$ cat config.mk
export PLATFORM = sky130hd
export DESIGN_NAME = hdx_serial_port
export DESIGN_NICKNAME = d
export VERILOG_FILES = /design/src/rtl/hsp_pkg.sv /design/src/rtl/hsp_ctrl.sv /design/src/rtl/hsp_clkgen.sv /design/src/rtl/hsp_shifter.sv /design/src/rtl/hdx_serial_port.sv
export SDC_FILE = /design/constraint.sdc
export NUM_CORES = 1
export LEC_CHECK = 0
export ABC_AREA = 1
export BUFFER_PORTS_ARGS = -buffer_cell sky130_fd_sc_hd__buf_2
export CAP_MARGIN = 5
export CORE_ASPECT_RATIO = 0.6
export CORE_MARGIN = 3
export CORE_UTILIZATION = 42
export CTS_CLUSTER_DIAMETER = 40
export DETAILED_ROUTE_END_ITERATION = 12
export PLACE_DENSITY = 0.66
export SKIP_LAST_GASP = 1
export SLEW_MARGIN = 30
export SYNTH_ARGS = -nofsm -noshare
export SYNTH_HDL_FRONTEND = slang
export SYNTH_HIERARCHICAL = 1
export SYNTH_SLANG_ARGS = --single-unit
$ cat constraint.sdc
create_clock -name clk -period 2 [get_ports clk]
set_clock_uncertainty 0.15 [all_clocks]
set_input_delay 0.3 -clock clk [delete_from_list [all_inputs] [get_ports clk]]
set_output_delay 0.3 -clock clk [all_outputs]
set_load 0.01 [all_outputs]
$ cat src/rtl/hsp_pkg.sv
package hsp_pkg;

  localparam int unsigned RATE_W = 2;

  localparam logic [1:0] A_CTRL = 2'd0;
  localparam logic [1:0] A_STAT = 2'd1;
  localparam logic [1:0] A_DATA = 2'd2;

  localparam int unsigned S_DONE = 7;
  localparam int unsigned S_WCOL = 6;

  // packed order equals the control register bit layout (bit 0 = en)
  typedef struct packed {
    logic [RATE_W-1:0] rate;
    logic              pol;
    logic              msb;
    logic              mst;
    logic              tx;
    logic              en;
  } ctrl_t;

  localparam ctrl_t CTRL_RST = '{rate: '0, pol: 1'b0, msb: 1'b1,
                                 mst: 1'b0, tx: 1'b0, en: 1'b0};

endpackage

$ cat src/rtl/hsp_ctrl.sv
module hsp_ctrl
  import hsp_pkg::*;
#(
  parameter int unsigned DATA_W = 8
) (
  input  logic              clk,
  input  logic              rst_n,
  input  logic              bus_sel,
  input  logic              bus_wr,
  input  logic              bus_rd,
  input  logic [1:0]        bus_addr,
  input  logic [DATA_W-1:0] bus_wdata,
  output logic [DATA_W-1:0] bus_rdata,
  input  logic              busy,
  input  logic              xfer_end,
  input  logic [DATA_W-1:0] shift_q,
  output ctrl_t             ctrl_q,
  output logic              load,
  output logic [DATA_W-1:0] load_val,
  output logic              start,
  output logic              abort,
  output logic              done_q,
  output logic              wcol_q
);

  localparam int unsigned CTRL_W = $bits(ctrl_t);

  ctrl_t ctrl_d, wr_cfg;
  logic  done_d, wcol_d, arm_q, arm_d;
  logic  wr_ctrl, wr_data, rd_stat, acc_data;
  logic [DATA_W-1:0] stat_word;

  assign wr_ctrl  = bus_sel & bus_wr & (bus_addr == A_CTRL);
  assign wr_data  = bus_sel & bus_wr & (bus_addr == A_DATA);
  assign rd_stat  = bus_sel & bus_rd & (bus_addr == A_STAT);
  assign acc_data = bus_sel & (bus_wr | bus_rd) & (bus_addr == A_DATA);
  assign wr_cfg   = ctrl_t'(bus_wdata[CTRL_W-1:0]);

  assign load     = wr_data & ~busy;
  assign load_val = bus_wdata;
  assign start    = load & ctrl_q.en & ctrl_q.mst;

  // control write rules: busy -> only disable; enabled -> en/tx only
  always_comb begin
    ctrl_d = ctrl_q;
    abort  = 1'b0;
    if (wr_ctrl) begin
      if (busy) begin
        if (!wr_cfg.en) begin
          ctrl_d.en = 1'b0;
          abort     = 1'b1;
        end
      end else if (ctrl_q.en) begin
        ctrl_d.en = wr_cfg.en;
        ctrl_d.tx = wr_cfg.tx;
      end else begin
        ctrl_d = wr_cfg;
      end
    end
  end

  // status flags: set wins over the read-then-access clear
  always_comb begin
    done_d = done_q;
    wcol_d = wcol_q;
    arm_d  = arm_q;
    if (acc_data && arm_q) begin
      done_d = 1'b0;
      wcol_d = 1'b0;
      arm_d  = 1'b0;
    end
    if (rd_stat && (done_q || wcol_q)) arm_d = 1'b1;
    if (wr_data && busy)               wcol_d = 1'b1;
    if (xfer_end)                      done_d = 1'b1;
  end

  always_ff @(posedge clk or negedge rst_n) begin
    if (!rst_n) begin
      ctrl_q <= CTRL_RST;
      done_q <= 1'b0;
      wcol_q <= 1'b0;
      arm_q  <= 1'b0;
    end else begin
      ctrl_q <= ctrl_d;
      done_q <= done_d;
      wcol_q <= wcol_d;
      arm_q  <= arm_d;
    end
  end

  always_comb begin
    stat_word         = '0;
    stat_word[S_DONE] = done_q;
    stat_word[S_WCOL] = wcol_q;
    unique case (bus_addr)
      A_CTRL:  bus_rdata = DATA_W'(ctrl_q);
      A_STAT:  bus_rdata = stat_word;
      A_DATA:  bus_rdata = shift_q;
      default: bus_rdata = '0;
    endcase
  end

endmodule

$ cat src/rtl/hsp_clkgen.sv
module hsp_clkgen #(
  parameter int unsigned RATE_W = 2,
  parameter int unsigned SYNC_N = 2
) (
  input  logic              clk,
  input  logic              rst_n,
  input  logic              en,
  input  logic              mst,
  input  logic              pol,
  input  logic [RATE_W-1:0] rate,
  input  logic              busy,
  input  logic              ext_clk,
  output logic              lead,
  output logic              trail,
  output logic              clk_out
);

  localparam int unsigned HALF_MAX = 2 << ((1 << RATE_W) - 1);
  localparam int unsigned CW       = $clog2(HALF_MAX);

  logic [CW-1:0] cnt_q, cnt_d;
  logic          ph_q, ph_d;
  logic [CW:0]   half_w;
  logic          tick, m_lead, m_trail, s_lead, s_trail;
  logic [SYNC_N:0] sync_q;
  logic          lvl_new, lvl_old;

  // master half-period is 2 << rate system clocks
  assign half_w = (CW+1)'(2) << rate;
  assign tick   = ({1'b0, cnt_q} == (half_w - (CW+1)'(1)));

  always_comb begin
    cnt_d   = cnt_q;
    ph_d    = ph_q;
    m_lead  = 1'b0;
    m_trail = 1'b0;
    if (!(busy && mst)) begin
      cnt_d = '0;
      ph_d  = 1'b0;
    end else if (tick) begin
      cnt_d   = '0;
      ph_d    = ~ph_q;
      m_lead  = ~ph_q;
      m_trail = ph_q;
    end else begin
      cnt_d = cnt_q + 1'b1;
    end
  end

  always_ff @(posedge clk or negedge rst_n) begin
    if (!rst_n) begin
      cnt_q  <= '0;
      ph_q   <= 1'b0;
      sync_q <= '0;
    end else begin
      cnt_q  <= cnt_d;
      ph_q   <= ph_d;
      sync_q <= {sync_q[SYNC_N-1:0], ext_clk};
    end
  end

  // slave edges on the synchronized clock, normalized to idle level
  assign lvl_new = sync_q[SYNC_N-1] ^ pol;
  assign lvl_old = sync_q[SYNC_N] ^ pol;
  assign s_lead  = en & ~mst & lvl_new & ~lvl_old;
  assign s_trail = en & ~mst & busy & ~lvl_new & lvl_old;

  assign lead    = mst ? m_lead  : s_lead;
  assign trail   = mst ? m_trail : s_trail;
  assign clk_out = pol ^ (ph_q & busy);

endmodule

$ cat src/rtl/hsp_shifter.sv
module hsp_shifter #(
  parameter int unsigned DATA_W = 8
) (
  input  logic              clk,
  input  logic              rst_n,
  input  logic              load,
  input  logic [DATA_W-1:0] load_val,
  input  logic              start,
  input  logic              abort,
  input  logic              lead,
  input  logic              trail,
  input  logic              msb,
  input  logic              din,
  output logic              busy,
  output logic              xfer_end,
  output logic [DATA_W-1:0] shift_q,
  output logic              dout
);

  localparam int unsigned BCW = $clog2(DATA_W);

  logic [DATA_W-1:0] shift_d;
  logic [BCW-1:0]    bit_q, bit_d;
  logic              busy_d, samp_q, samp_d;

  assign xfer_end = busy & trail & (bit_q == BCW'(DATA_W - 1));

  always_comb begin
    shift_d = shift_q;
    bit_d   = bit_q;
    busy_d  = busy;
    samp_d  = samp_q;
    if (abort) begin
      busy_d = 1'b0;
      bit_d  = '0;
    end else begin
      if (load) shift_d = load_val;
      if (start || lead) busy_d = 1'b1;
      if (lead) samp_d = din;
      if (trail && busy) begin
        shift_d = msb ? {shift_q[DATA_W-2:0], samp_q}
                      : {samp_q, shift_q[DATA_W-1:1]};
        if (xfer_end) begin
          busy_d = 1'b0;
          bit_d  = '0;
        end else begin
          bit_d = bit_q + 1'b1;
        end
      end
    end
  end

  always_ff @(posedge clk or negedge rst_n) begin
    if (!rst_n) begin
      shift_q <= '0;
      bit_q   <= '0;
      busy    <= 1'b0;
      samp_q  <= 1'b0;
    end else begin
      shift_q <= shift_d;
      bit_q   <= bit_d;
      busy    <= busy_d;
      samp_q  <= samp_d;
    end
  end

  assign dout = msb ? shift_q[DATA_W-1] : shift_q[0];

endmodule

$ cat src/rtl/hdx_serial_port.sv
module hdx_serial_port
  import hsp_pkg::*;
#(
  parameter int unsigned DATA_W = 8,
  parameter int unsigned SYNC_N = 2
) (
  input  logic              clk,
  input  logic              rst_n,
  input  logic              bus_sel,
  input  logic              bus_wr,
  input  logic              bus_rd,
  input  logic [1:0]        bus_addr,
  input  logic [DATA_W-1:0] bus_wdata,
  output logic [DATA_W-1:0] bus_rdata,
  output logic              line_out,
  output logic              line_oe,
  input  logic              line_in,
  output logic              bclk_out,
  output logic              bclk_oe,
  input  logic              bclk_in,
  output logic              xfer_done
);

  logic [1:0]        rst_pipe;
  logic              rst_q;
  ctrl_t             ctrl_q;
  logic              load, start, abort, busy, xfer_end, lead, trail;
  logic              done_q, wcol_q;
  logic [DATA_W-1:0] load_val, shift_q;

  // asynchronous assert, synchronous release
  always_ff @(posedge clk or negedge rst_n) begin
    if (!rst_n) rst_pipe <= '0;
    else        rst_pipe <= {rst_pipe[0], 1'b1};
  end
  assign rst_q = rst_pipe[1];

  hsp_ctrl #(.DATA_W(DATA_W)) u_ctrl (
    .clk(clk), .rst_n(rst_q),
    .bus_sel(bus_sel), .bus_wr(bus_wr), .bus_rd(bus_rd),
    .bus_addr(bus_addr), .bus_wdata(bus_wdata), .bus_rdata(bus_rdata),
    .busy(busy), .xfer_end(xfer_end), .shift_q(shift_q),
    .ctrl_q(ctrl_q), .load(load), .load_val(load_val),
    .start(start), .abort(abort), .done_q(done_q), .wcol_q(wcol_q)
  );

  hsp_clkgen #(.RATE_W(RATE_W), .SYNC_N(SYNC_N)) u_clkgen (
    .clk(clk), .rst_n(rst_q),
    .en(ctrl_q.en), .mst(ctrl_q.mst), .pol(ctrl_q.pol), .rate(ctrl_q.rate),
    .busy(busy), .ext_clk(bclk_in),
    .lead(lead), .trail(trail), .clk_out(bclk_out)
  );

  hsp_shifter #(.DATA_W(DATA_W)) u_shift (
    .clk(clk), .rst_n(rst_q),
    .load(load), .load_val(load_val), .start(start), .abort(abort),
    .lead(lead), .trail(trail), .msb(ctrl_q.msb), .din(line_in),
    .busy(busy), .xfer_end(xfer_end), .shift_q(shift_q), .dout(line_out)
  );

  assign line_oe   = ctrl_q.en & ctrl_q.tx;
  assign bclk_oe   = ctrl_q.en & ctrl_q.mst;
  assign xfer_done = done_q;

endmodule

# Word level (Yosys, flattened, before mapping)
# Cells that the tools add are included.
[op_classes] n_addsub=3 n_mul=0 n_div=0 order_cmp=0 eq_ne=6 shift=1 n_mux=31 bitwise=32 reduce_logical=18
[op_table] operator="8-bit two-way mux" count=3
[op_table] operator="8-bit one-hot mux with 3 select lines" count=1
[op_table] operator="1-bit two-way mux" count=22
[op_table] operator="1-bit AND" count=21
[op_table] operator="2-bit nonzero test" count=5
[op_table] operator="3-bit two-way mux" count=3
[op_table] operator="4-bit two-way mux" count=2
[op_table] operator="2-bit AND reduction" count=4
[op_table] operator="1-bit inverter" count=7
[op_table] operator="4-bit by 5-bit == test with 1-bit output" count=1
[op_table] operator="1-bit logical AND" count=5
[op_table] operator="2-bit by 2-bit << shifter with 5-bit output, first input constant" count=1
[op_table] operator="5-bit by 1-bit subtractor with 5-bit output, second input constant" count=1
[op_table] operator="4-bit by 1-bit adder with 4-bit output, second input constant" count=1
[op_table] operator="3-bit by 1-bit adder with 3-bit output, second input constant" count=1
[op_table] operator="3-bit == test, second input constant" count=1
[op_table] operator="3-bit AND reduction" count=1
[op_table] operator="1-bit bitwise XOR" count=3
[op_table] operator="2-bit by 1-bit == test with 1-bit output, second input constant" count=1
[op_table] operator="2-bit == test, second input constant" count=1
[op_table] operator="2-bit zero test" count=1
[op_table] operator="1-bit logical OR" count=2
[op_table] operator="2-bit by 1-bit != test with 1-bit output, second input constant" count=1
[op_table] operator="2-bit != test, second input constant" count=1
[op_table] operator="1-bit bitwise OR" count=1
[word_totals] regBits=33 latchBits=0 ramBits=0 romBits=0 inputBits=17 output_inout_bits=13 elab_cells=108 memories=0

# Depth between registers and ports, before layout
# Gate-level depths: netlist (run 1).
[depth] word_depth=11 depth_mapped=14 ltp_nobuf=13

# Cells and area by module
# Netlist (run 1), hierarchy kept.
[modules_own_cells] module="hsp_shifter" n_inst=1 cells_per_inst=116 area_each_um2=779.5
[modules_own_cells] module="hsp_ctrl" n_inst=1 cells_per_inst=88 area_each_um2=684.4
[modules_own_cells] module="hsp_clkgen" n_inst=1 cells_per_inst=60 area_each_um2=467.9
[modules_own_cells] module="hdx_serial_port" n_inst=1 cells_per_inst=7 area_each_um2=68.8

# Worst setup path before layout (run 1)
# Ideal clock, no wire load.
[synth_timing] path_kind="register -> register" startpoint="reg u_shift.busy" endpoint="reg u_shift.shift_q[0]" setup_ns=0.065 arrival_ns=1.492 required_time_ns=1.785 slack_ns=0.293 path_stages_with_launch=7 path_cell_list="dfrtp_1 > clkinv_2 > nor3_1 > inv_2 > o21ai_2 > nand2_1 > nand2_1"
[synth_via] word_cells_on_any_way=15
[synth_rtl] item="start: declaration" line_no="hsp_shifter.sv:14" source="output logic busy,"
[synth_rtl] item="start signal: assignment" line_no="hsp_shifter.sv:62" source="busy <= busy_d;"
[synth_rtl] item="1-bit two-way mux" line_no="hsp_ctrl.sv:48" source="if (busy) begin"
[synth_rtl] item="1-bit two-way mux" line_no="hsp_ctrl.sv:47" source="if (wr_ctrl) begin"
[synth_rtl] item="via abort" line_no="hdx_serial_port.sv:27" source="logic load, start, abort, busy, xfer_end, lead, trail;"
[synth_rtl] item="1-bit inverter (no line)"
[synth_rtl] item="2-bit AND reduction (no line)"
[synth_rtl] item="end signal: assignment" line_no="hsp_shifter.sv:60" source="shift_q <= shift_d;"
[synth_rtl] item="end: declaration" line_no="hsp_shifter.sv:16" source="output logic [DATA_W-1:0] shift_q,"
# The timed path passes the listed nets, and every way through them passes these cells.
# A chain may end at the register's enable or synchronous reset.

# Worst setup path after layout (run 1)
[layout_timing] startpoint="reg u_ctrl/ctrl_q[6] (netlist name)" endpoint="reg u_shift.shift_q[0]"
[layout_via] elab_chain_len=9 word_cells_on_any_way=10
[layout_lines] item="2-bit by 2-bit << shifter with 5-bit output *" line_no="hsp_clkgen.sv:29" source="assign half_w = (CW+1)'(2) << rate;"
[layout_lines] item="5-bit by 1-bit subtractor with 5-bit output *" line_no="hsp_clkgen.sv:30" source="assign tick = ({1'b0, cnt_q} == (half_w - (CW+1)'(1)));"
[layout_lines] item="4-bit by 5-bit == test with 1-bit output *" line_no="hsp_clkgen.sv:30"
[layout_lines] item="1-bit two-way mux *" line_no="hsp_clkgen.sv:40" source="end else if (tick) begin"
[layout_lines] item="1-bit two-way mux *" line_no="hsp_clkgen.sv:37" source="if (!(busy && mst)) begin"
[layout_lines] item="1-bit two-way mux *" line_no="hsp_clkgen.sv:69" source="assign trail = mst ? m_trail : s_trail;"
[layout_lines] item="via trail" line_no="hdx_serial_port.sv:27"
[layout_lines] item="1-bit logical AND *" line_no="hsp_shifter.sv:40" source="if (trail && busy) begin"
[layout_lines] item="2-bit nonzero test (no line)"
[layout_lines] item="2-bit AND reduction (no line)"
# Mark *: on every way through the listed nets, which the timed path passes. The rest lies on a longest branch.

==> results of run 1 <==
-- path summary, 6_finish.rpt --
path / to / slack (ns) / cells past startpoint
setup / recovery: u_shift/shift_q[0]$_DFFE_PN0P_ / 0.19 / 13
hold / removal: u_ctrl/ctrl_q[3]$_DFFE_PN1P_ / 0.09 / 3
setup reg to reg: u_shift/shift_q[0]$_DFFE_PN0P_ / 0.19 / 13
hold reg to reg: u_shift/shift_q[2]$_DFFE_PN0P_ / 0.11 / 1
max in group asynchronous: u_ctrl/ctrl_q[3]$_DFFE_PN1P_ / 1.28 / 1
min in group asynchronous: u_shift/shift_q[2]$_DFFE_PN0P_ / 0.11 / 1
-- metal layers --
layer,global-route usage,share of wire,up-vias
li1,-,-,902
met1,0.299,0.52,821
met2,0.243,0.37,76
met3,0.0431,0.10,5
met4,0.0616,0.011,0
met5,0,0,-
-- sequential cells by signal, summed over array words and instances, names as in the netlist, 2 cells and up --
name / flops
u_ctrl/ctrl_q: 7
u_shift/shift_q: 8
rst_pipe: 2
u_shift/bit_q: 3
u_clkgen/cnt_q: 4
u_clkgen/sync_q: 3
-- worst register-to-register path: stages, from the launching register on --
cell and delay (ns):
dfrtp_2 0.44, inv_1 0.08, nand2_1 0.06, nand2_1 0.05, nand2_1 0.06, nor2_2 0.11, nand4_1 0.09, nand2_1 0.08
nand2_2 0.08, inv_4 0.15, nor2_1 0.09, nor2_4 0.18, nand2_1 0.08, nand2_1 0.06
-- kinds of logic after synthesis --
| family | synth area share |
|---|---|
| AOI/OAI and AO/OA | 0.0550 |
| xor gates and xnor gates | 0.0219 |
| adders and majority gates | 0.0188 |
| buffers and inverters | 0.101 |
| DFF | 0.413 |
| other | 0.00187 |
| and+or+nand+nor | 0.388 |
-- per-stage QoR --
stage               setup WS [ns]  hold WS, ns
CTS                         0.115       0.0911
floorplan                   0.293       -0.146
detailed placement          0.128      -0.0600
global route               0.0152        0.103
global placement            0.175      -0.0630
finish                      0.188       0.0937
-- power breakdown --
part | total (uW) | internal [uW] | switching [uW] | leakage [uW]
Sequential | 1130 | 866 | 259 | 0.000415
Clock | 561 | 311 | 250 | 0.0000542
Combinational | 913 | 359 | 554 | 0.000791
-- layout make-up --
| type | instances | area, um2 | share of cell area |
|---|---|---|---|
| Clock buffer | 7 | 96.3 | 0.0418 |
| Clock inverter | 1 | 5.00 | 0.00217 |
| Inverter | 30 | 121 | 0.0526 |
| Multi-Input combinational cell | 197 | 978 | 0.424 |
| Sequential cell | 33 | 828 | 0.359 |
| Tap cell | 60 | 75.1 | 0.0325 |
| Timing Repair Buffer | 36 | 203 | 0.0879 |
-- cell usage after synthesis (all sizes together) (3+ instances only) --
library cell | number | share of area
a21oi | 3 | 0.0094
a22o | 5 | 0.022
buf | 11 | 0.042
dfrtp | 32 | 0.40
ha | 3 | 0.019
inv | 28 | 0.055
nand2 | 124 | 0.24
nand3 | 14 | 0.045
nand4 | 8 | 0.031
nor2 | 21 | 0.054
nor3 | 4 | 0.013
o21ai | 6 | 0.017
xnor2 | 3 | 0.013
-- repair_timing --
item | in CTS | in global routing
hold buffers | 2 | 0
gates resized for setup | 0 | 3
hold endpoints to repair | 3 | 0
setup endpoints to repair | 0 | 8
==> flow_summary.ini, run 1 <==
[grt]
antenna_found_initial = 0
grt_pass1_vias = 1609
grt_overflow = 0
grt_use_total = 0.188
grt_max_degree = 32
grt_pass1_wl_um = 7910

[cells_and_area]
layout-drive-gt1-share = 0.240
fin_area_um2 = 2310
utilization = 0.531
final_cell_mix = nand2_1, dfrtp_1, buf_2
stdcell_count = 364
diodes = 0
filler_cell_count = 432
fin_nets = 323
syn_to_final_growth_pct = 15.3
layout_commonest_cell = nand2_1

[sta]
fin_tns_setup_ns = 0
hold_viol_final = 0
slew_violations = 0
rsz0062_at_grt = false
fin_crit_sh = 0.906
finalCriticalPeriod_ns = 1.81
setup_viol = 0
fmax_mhz = 552

[worst_setup_path]
cp_cell_sequence = inv_1 -> nand2_1 -> nand2_1 -> nand2_1 -> nor2_2 -> nand4_1 -> nand2_1 -> nand2_2 -> inv_4 -> nor2_1 -> nor2_4 -> nand2_1 -> nand2_1
path_delay_family = simple AND/OR/NAND/NOR gates
cp_slowest_cell = dfrtp_2
critical_path.most_common_cell = nand2_1
max_stage_delay_ns = 0.44
cp_max_fo = 12
worstSetupStartpoint = u_ctrl/ctrl_q[6]$_DFFE_PN0P_
worstSetupPathType = reg2reg
cp.arrival_ns = 1.89
critPathLaunchType = flip-flop
critPathBufInv = 2
cp-end-kind = flip-flop
r2r-start = u_ctrl/ctrl_q[6]$_DFFE_PN0P_
worstPathRequired_ns = 2.08

[place]
globalplace.congestion = 0.888
dp.cells = 354
placed_area_um2 = 2170
dp_hpwl_um = 3620
portBuffers = 29

[floorplan]
core_area_um2 = 4350
rows = 18
pin_count = 30
die_h_um = 59.5
start_util = 0.460
die_area_um2 = 5650
die_x_um = 95.1

[drt]
drt_iter0_drc = 106
vias_per_cell = 4.96
drtPass1Iterations = 4
wl_um = 4770
wire_per_inst_um = 13.1
drc_errors = 0
vias = 1804
ant_nets = 0

[clock_network]
cts_buffers = 5
cts_buffer_depth = 2
cts.sinks = 33
ctsHtreeMaxLevel = 2
clk_pin_slew_ns = 0.07
clockRootBuffer = clkbuf_8
insertion_delay_ns = 0.29
cts_tree = built
cts_setup_buffers = 0

[flow_run]
maxCapViolations = 0

[hold_path]
min-delay-start = bus_wdata[3]
hp-class = in2reg

[power_and_ir_drop]
p_leak_uw = 0.00126
p_per_area_nw_per_um2 = 1130
ir_drop_mv = 0.558
power_uw = 2600

[synth]
yosysSeqAreaShare = 0.413
synthDistinctLibCells = 34
synth_edf_count = 0
synthArstFlopShare = 1.00
avgSynthCellArea_um2 = 7.38
synth_cells = 271
ys_ff_latch = 33
synth-main-ff-cell = dfrtp_1
synth_warnings = 6
synth_area_um2 = 2000
synth_nets = 291

[run_status]
outcome = complete, no violations
Power figures use the tool's default switching activity.
==> inputs of run 2 (changes only) <==
--- a/config.mk
+++ b/config.mk
@@ -8,12 +8,14 @@
 export ABC_AREA = 1
 export BUFFER_PORTS_ARGS = -buffer_cell sky130_fd_sc_hd__buf_2
 export CAP_MARGIN = 5
+export CELL_PAD_IN_SITES_DETAIL_PLACEMENT = 0
+export CELL_PAD_IN_SITES_GLOBAL_PLACEMENT = 1
 export CORE_ASPECT_RATIO = 0.6
-export CORE_MARGIN = 3
 export CORE_UTILIZATION = 42
 export CTS_CLUSTER_DIAMETER = 40
 export DETAILED_ROUTE_END_ITERATION = 12
-export PLACE_DENSITY = 0.66
+export PLACE_DENSITY = 0.85
+export SETUP_SLACK_MARGIN = 0.5
 export SKIP_LAST_GASP = 1
 export SLEW_MARGIN = 30
 export SYNTH_ARGS = -nofsm -noshare
==> flow_summary.ini, run 2 (synthesized netlist as in run 1, its figures left out) <==
[worst_setup_path]
worstSetupPathType = reg2reg
worstSetupStartpoint = u_ctrl/ctrl_q[6]$_DFFE_PN0P_
reg2regPathDepth = 13
cp-end-kind = flip-flop
worstPathRequired_ns = 2.04
cp_max_fo = 6
cp-endpoint = u_shift/shift_q[5]$_DFFE_PN0P_
cp.arrival_ns = 1.76
r2r-start = u_ctrl/ctrl_q[6]$_DFFE_PN0P_
reg2reg_setup_slack_ns = 0.28
critPathLaunchType = flip-flop
rr_endpoint = u_shift/shift_q[5]$_DFFE_PN0P_

[drt]
drt_iter0_drc = 130
drc_errors = 0
drtPass1Iterations = 6
vias = 1851
vias_per_cell = 4.83
wl_um = 5190
wire_per_inst_um = 13.5
ant_nets = 0

[cells_and_area]
largest_register_ffs = 8
syn_to_final_growth_pct = 29.1
diodes = 0
stdcell_count = 383
fin_nets = 339
final_cell_mix = nand2_1, dfrtp_1, buf_2
layout_commonest_cell = nand2_1
reg.largest.list = u_shift/shift_q (8), u_ctrl/ctrl_q (7), u_clkgen/cnt_q (4)
filler_cell_count = 451
regMostFlops = u_shift/shift_q
layout-drive-gt1-share = 0.344

[grt]
grt_max_degree = 32
grt_use_total = 0.225
grt_pass1_wl_um = 8720
grt_pass1_vias = 1725
grt_overflow = 0
antenna_found_initial = 0

[clock_network]
cts_buffer_depth = 2
clockRootBuffer = clkbuf_8
cts_buffers = 5
clk_pin_slew_ns = 0.07
insertion_delay_ns = 0.29
cts.sinks = 33
ctsHtreeMaxLevel = 2
cts_tree = built

[power_and_ir_drop]
ir_drop_mv = 0.690
p_per_area_nw_per_um2 = 1160
p_leak_uw = 0.00139
seq_power_share = 0.365
switching_share = 0.393
power.switching_uw = 1170
p_comb_frac = 0.418
intPower_uw = 1810
power_frac_clock = 0.217

[place]
dp.cells = 358
globalplace.congestion = 0.804
portBuffers = 29
dp_hpwl_um = 3710

[sta]
hold_viol_final = 0
rsz0062_at_grt = true
fin_tns_setup_ns = 0
finalCriticalPeriod_ns = 1.72
fmax_mhz = 581
slew_violations = 0
setup_viol = 0
fin_crit_sh = 0.861

[floorplan]
core_area_um2 = 4560
pin_count = 30
die_h_um = 55.5
die_x_um = 91.1
die_area_um2 = 5050
rows = 19
start_util = 0.438

[flow_run]
maxCapViolations = 0

[hold_path]
hp-class = reg2async

[run_status]
outcome = complete, no violations
==> run 2: repair_timing <==
item	CTS	global route
pin swaps	16	10
hold endpoints to repair	3	0
gates cloned	0	0
setup buffers	12	3
gates resized for setup	13	29
hold buffers	2	0
setup endpoints to repair	23	30
==> run 2: power groups by stage <==
stage          Clock (uW)  Combinational, uW  Sequential [uW]
2_1_floorplan           0                715             1040
3_3_place_gp            0                958             1110
3_5_place_dp            0                959             1100
4_1_cts               663               1120             1070
5_1_grt               699               1400             1120
6_report              648               1250             1090
==> run 2: worst max-delay path, cell delays in order, from the launching register on <==
cell and delay [ns]:
dfrtp_2 0.44, nand2_1 0.11, nand2_1 0.07, nand2_1 0.09, nor2_2 0.04, nand4_1 0.06
nand2_1 0.06, nand2_2 0.11, clkinv_4 0.09, buf_4 0.16, nand2_1 0.07, nand2_1 0.07
nand2_2 0.05, nand2_1 0.04
==> run 2: worst min-delay path by stage <==
stage	startpoint	end	depth (start not counted)
after detailed placement	rst_n	rst_pipe[0]$_DFF_PN0_	1
after global placement	rst_n	rst_pipe[0]$_DFF_PN0_	1
final	rst_pipe[1]$_DFF_PN0_	u_shift/shift_q[4]$_DFFE_PN0P_	1
after global routing	bus_wdata[3]	u_ctrl/ctrl_q[3]$_DFFE_PN1P_	3
after floorplan	rst_n	rst_pipe[0]$_DFF_PN0_	0
after CTS	bus_wdata[3]	u_ctrl/ctrl_q[3]$_DFFE_PN1P_	3
==> run 2: metrics by stage <==
stage               setup WS [ns]  hold slack, ns  cell area [um2]  power (uW)   util
global placement            0.221         -0.0633             2200        2060  0.482
CTS                         0.260          0.0969             2460        2860  0.540
finish                      0.278           0.107             2580        2980  0.566
floorplan                   0.438          -0.146             2020        1750      -
detailed placement          0.151         -0.0629             2200        2060  0.482
global route                0.104          0.0963             2580        3220  0.566
==> run 2: per-layer routing <==
layer,track usage,wire (um),vias up
met5,0,0,-
met2,0.302,2070,61
met4,0.0544,21,0
li1,-,-,936
met1,0.358,2730,850
met3,0.0510,361,4
==> run 2: final cells by class <==
cell class,count,area (um2),area share
timing repair buffer,52,355,0.138
sequential,33,830,0.321
multi-input combinational,197,1080,0.417
clock buffer,7,86.3,0.0334
inverter,30,126,0.0489
clock inverter,1,30.0,0.0116
tap,63,78.8,0.0305
==> inputs of run 3 (changes only) <==
--- a/config.mk
+++ b/config.mk
@@ -11,10 +11,10 @@
 export CELL_PAD_IN_SITES_DETAIL_PLACEMENT = 0
 export CELL_PAD_IN_SITES_GLOBAL_PLACEMENT = 1
 export CORE_ASPECT_RATIO = 0.6
-export CORE_UTILIZATION = 42
+export CORE_UTILIZATION = 37
 export CTS_CLUSTER_DIAMETER = 40
 export DETAILED_ROUTE_END_ITERATION = 12
-export PLACE_DENSITY = 0.85
+export PLACE_DENSITY = 0.79
 export SETUP_SLACK_MARGIN = 0.5
 export SKIP_LAST_GASP = 1
 export SLEW_MARGIN = 30
==> constraint.sdc (replaced) <==
create_clock -name clk -period 1.4 [get_ports clk]
set_clock_uncertainty 0.15 [all_clocks]
set_input_delay 0.21 -clock clk [delete_from_list [all_inputs] [get_ports clk]]
set_output_delay 0.21 -clock clk [all_outputs]
set_load 0.01 [all_outputs]
==> flow_summary.ini, run 3 (synthesized netlist as in run 1, its figures left out) <==
[drt]
drtPass1Iterations = 4
wire_per_inst_um = 13.6
vias_per_cell = 4.74
vias = 1988
ant_nets = 0
wl_um = 5710
drc_errors = 0
drt_iter0_drc = 73

[sta]
rsz0062_at_grt = true
hold_viol_final = 0
fin_tns_setup_ns = -5.58
setup_viol = 25
fin_crit_sh = 1.24
setup_slack_ns = -0.335
fmax_mhz = 576
slew_violations = 0
finalCriticalPeriod_ns = 1.73

[floorplan]
die_area_um2 = 5710
die_h_um = 59.0
core_area_um2 = 5130
die_x_um = 96.9
rows = 20
pin_count = 30
start_util = 0.390

[grt]
grt_overflow = 0
grt_pass1_wl_um = 9130
grt_pass1_vias = 1872
grt_max_degree = 18
grt_use_total = 0.209
antenna_found_initial = 0

[run_status]
violations = setup timing
outcome = finished with violations

[worst_setup_path]
cp_max_fo = 8
cp-end-kind = flip-flop
critPathLaunchType = flip-flop
worstSetupPathType = reg2reg
cp.arrival_ns = 1.80
cp_cell_sequence = inv_2 -> nand2_2 -> nand2_1 -> nand2_1 -> nor2_2 -> nand4_1 -> nand2_1 -> nand2_2 -> inv_4 -> nor2_4 -> nor2_4 -> nand2_1 -> nand2_1
max_stage_delay_ns = 0.44
worstPathRequired_ns = 1.47
cp_slowest_cell = dfrtp_2
critical_path.most_common_cell = nand2_1

[power_and_ir_drop]
p_per_area_nw_per_um2 = 1550
ir_drop_mv = 0.957
p_leak_uw = 0.00158

[cells_and_area]
stdcell_count = 419
layout_commonest_cell = nand2_1
final_cell_mix = nand2_1, buf_4, buf_6, dfrtp_1, buf_2
layout-drive-gt1-share = 0.445
regMostFlops = u_shift/shift_q
reg.largest.list = u_shift/shift_q (8), u_ctrl/ctrl_q (7), u_clkgen/cnt_q (4)
syn_to_final_growth_pct = 48.8
largest_register_ffs = 8
fin_nets = 372
diodes = 0

[clock_network]
ctsHtreeMaxLevel = 2
cts_buffers = 5
insertion_delay_ns = 0.28
clockRootBuffer = clkbuf_8
cts.sinks = 33
cts_tree = built
cts_buffer_depth = 2
clk_pin_slew_ns = 0.07

[place]
dp.cells = 391
dp_hpwl_um = 4160
portBuffers = 29
globalplace.congestion = 0.887

[hold_path]
hp-class = in2reg

[flow_run]
maxCapViolations = 0
run 3: cell count changes in the layout (fill, tap and decap cells not counted), sizes merged:
cell,previous run,this run
buf,50,83
bufinv,1,0
inv,27,28
run 3: per-stage QoR:
| step | utilization | hold slack, ns | area (um2) | power (uW) | setup slack [ns] |
|---|---|---|---|---|---|
| after floorplan | - | -0.236 | 2090 | 2620 | -0.157 |
| after global placement | 0.492 | -0.154 | 2520 | 3300 | -0.293 |
| after detailed placement | 0.492 | -0.151 | 2520 | 3340 | -0.324 |
| after CTS | 0.558 | 0.0164 | 2860 | 4430 | -0.285 |
| after global routing | 0.580 | 0.0171 | 2980 | 4940 | -0.499 |
| final | 0.580 | 0.0209 | 2980 | 4610 | -0.335 |
run 3: timing repair:
| action | in CTS | in global routing |
|---|---|---|
| endpoints found under the setup margin | 41 | 42 |
| pin swaps | 17 | 13 |
| hold buffers | 2 | 0 |
| buffers inserted | 14 | 4 |
| hold endpoints to repair | 3 | 0 |
| gates resized for setup | 34 | 25 |
run 3: final timing paths:
check	startpoint	to	slack (ns)	depth (start not counted)
max	u_ctrl/ctrl_q[6]$_DFFE_PN0P_	u_shift/shift_q[5]$_DFFE_PN0P_	-0.33	13
min	line_in	u_shift/samp_q$_DFFE_PN0P_	0.02	3
max reg2reg	u_ctrl/ctrl_q[6]$_DFFE_PN0P_	u_shift/shift_q[5]$_DFFE_PN0P_	-0.33	13
min reg2reg	rst_pipe[1]$_DFF_PN0_	u_clkgen/sync_q[2]$_DFF_PN0_	0.03	0
max in group asynchronous	rst_pipe[1]$_DFF_PN0_	u_ctrl/ctrl_q[3]$_DFFE_PN1P_	0.62	1
min in group asynchronous	rst_pipe[1]$_DFF_PN0_	u_clkgen/sync_q[2]$_DFF_PN0_	0.03	0
run 3: area by class of cell:
cell class | count | area (um2)
repair buffers | 85 | 713
multi-input cells | 197 | 1120
inverters | 30 | 148
fillers | 458 | 2150
flip-flops and latches | 33 | 835
clock inverters | 1 | 5.00
well taps | 66 | 82.6
clock buffers | 7 | 76.3
run 3: critical path, delay by kind of cell, from the launching register on:
kind | cells | cell delay, ns
and+or+nand+nor | 11 | 0.91
DFF | 1 | 0.44
buffers and inverters | 2 | 0.16
run 3: where the power goes:
group / switching, uW / internal [uW]
combinational: 1200 / 1170
clock: 328 / 348
sequential: 328 / 1240
run 3: routing by layer:
layer,part of all wire,wire length [um],global-route usage
met1,0.52,2950,0.306
met2,0.42,2380,0.314
met3,0.060,341,0.0511
met4,0.0065,37,0.0448
met5,0,0,0
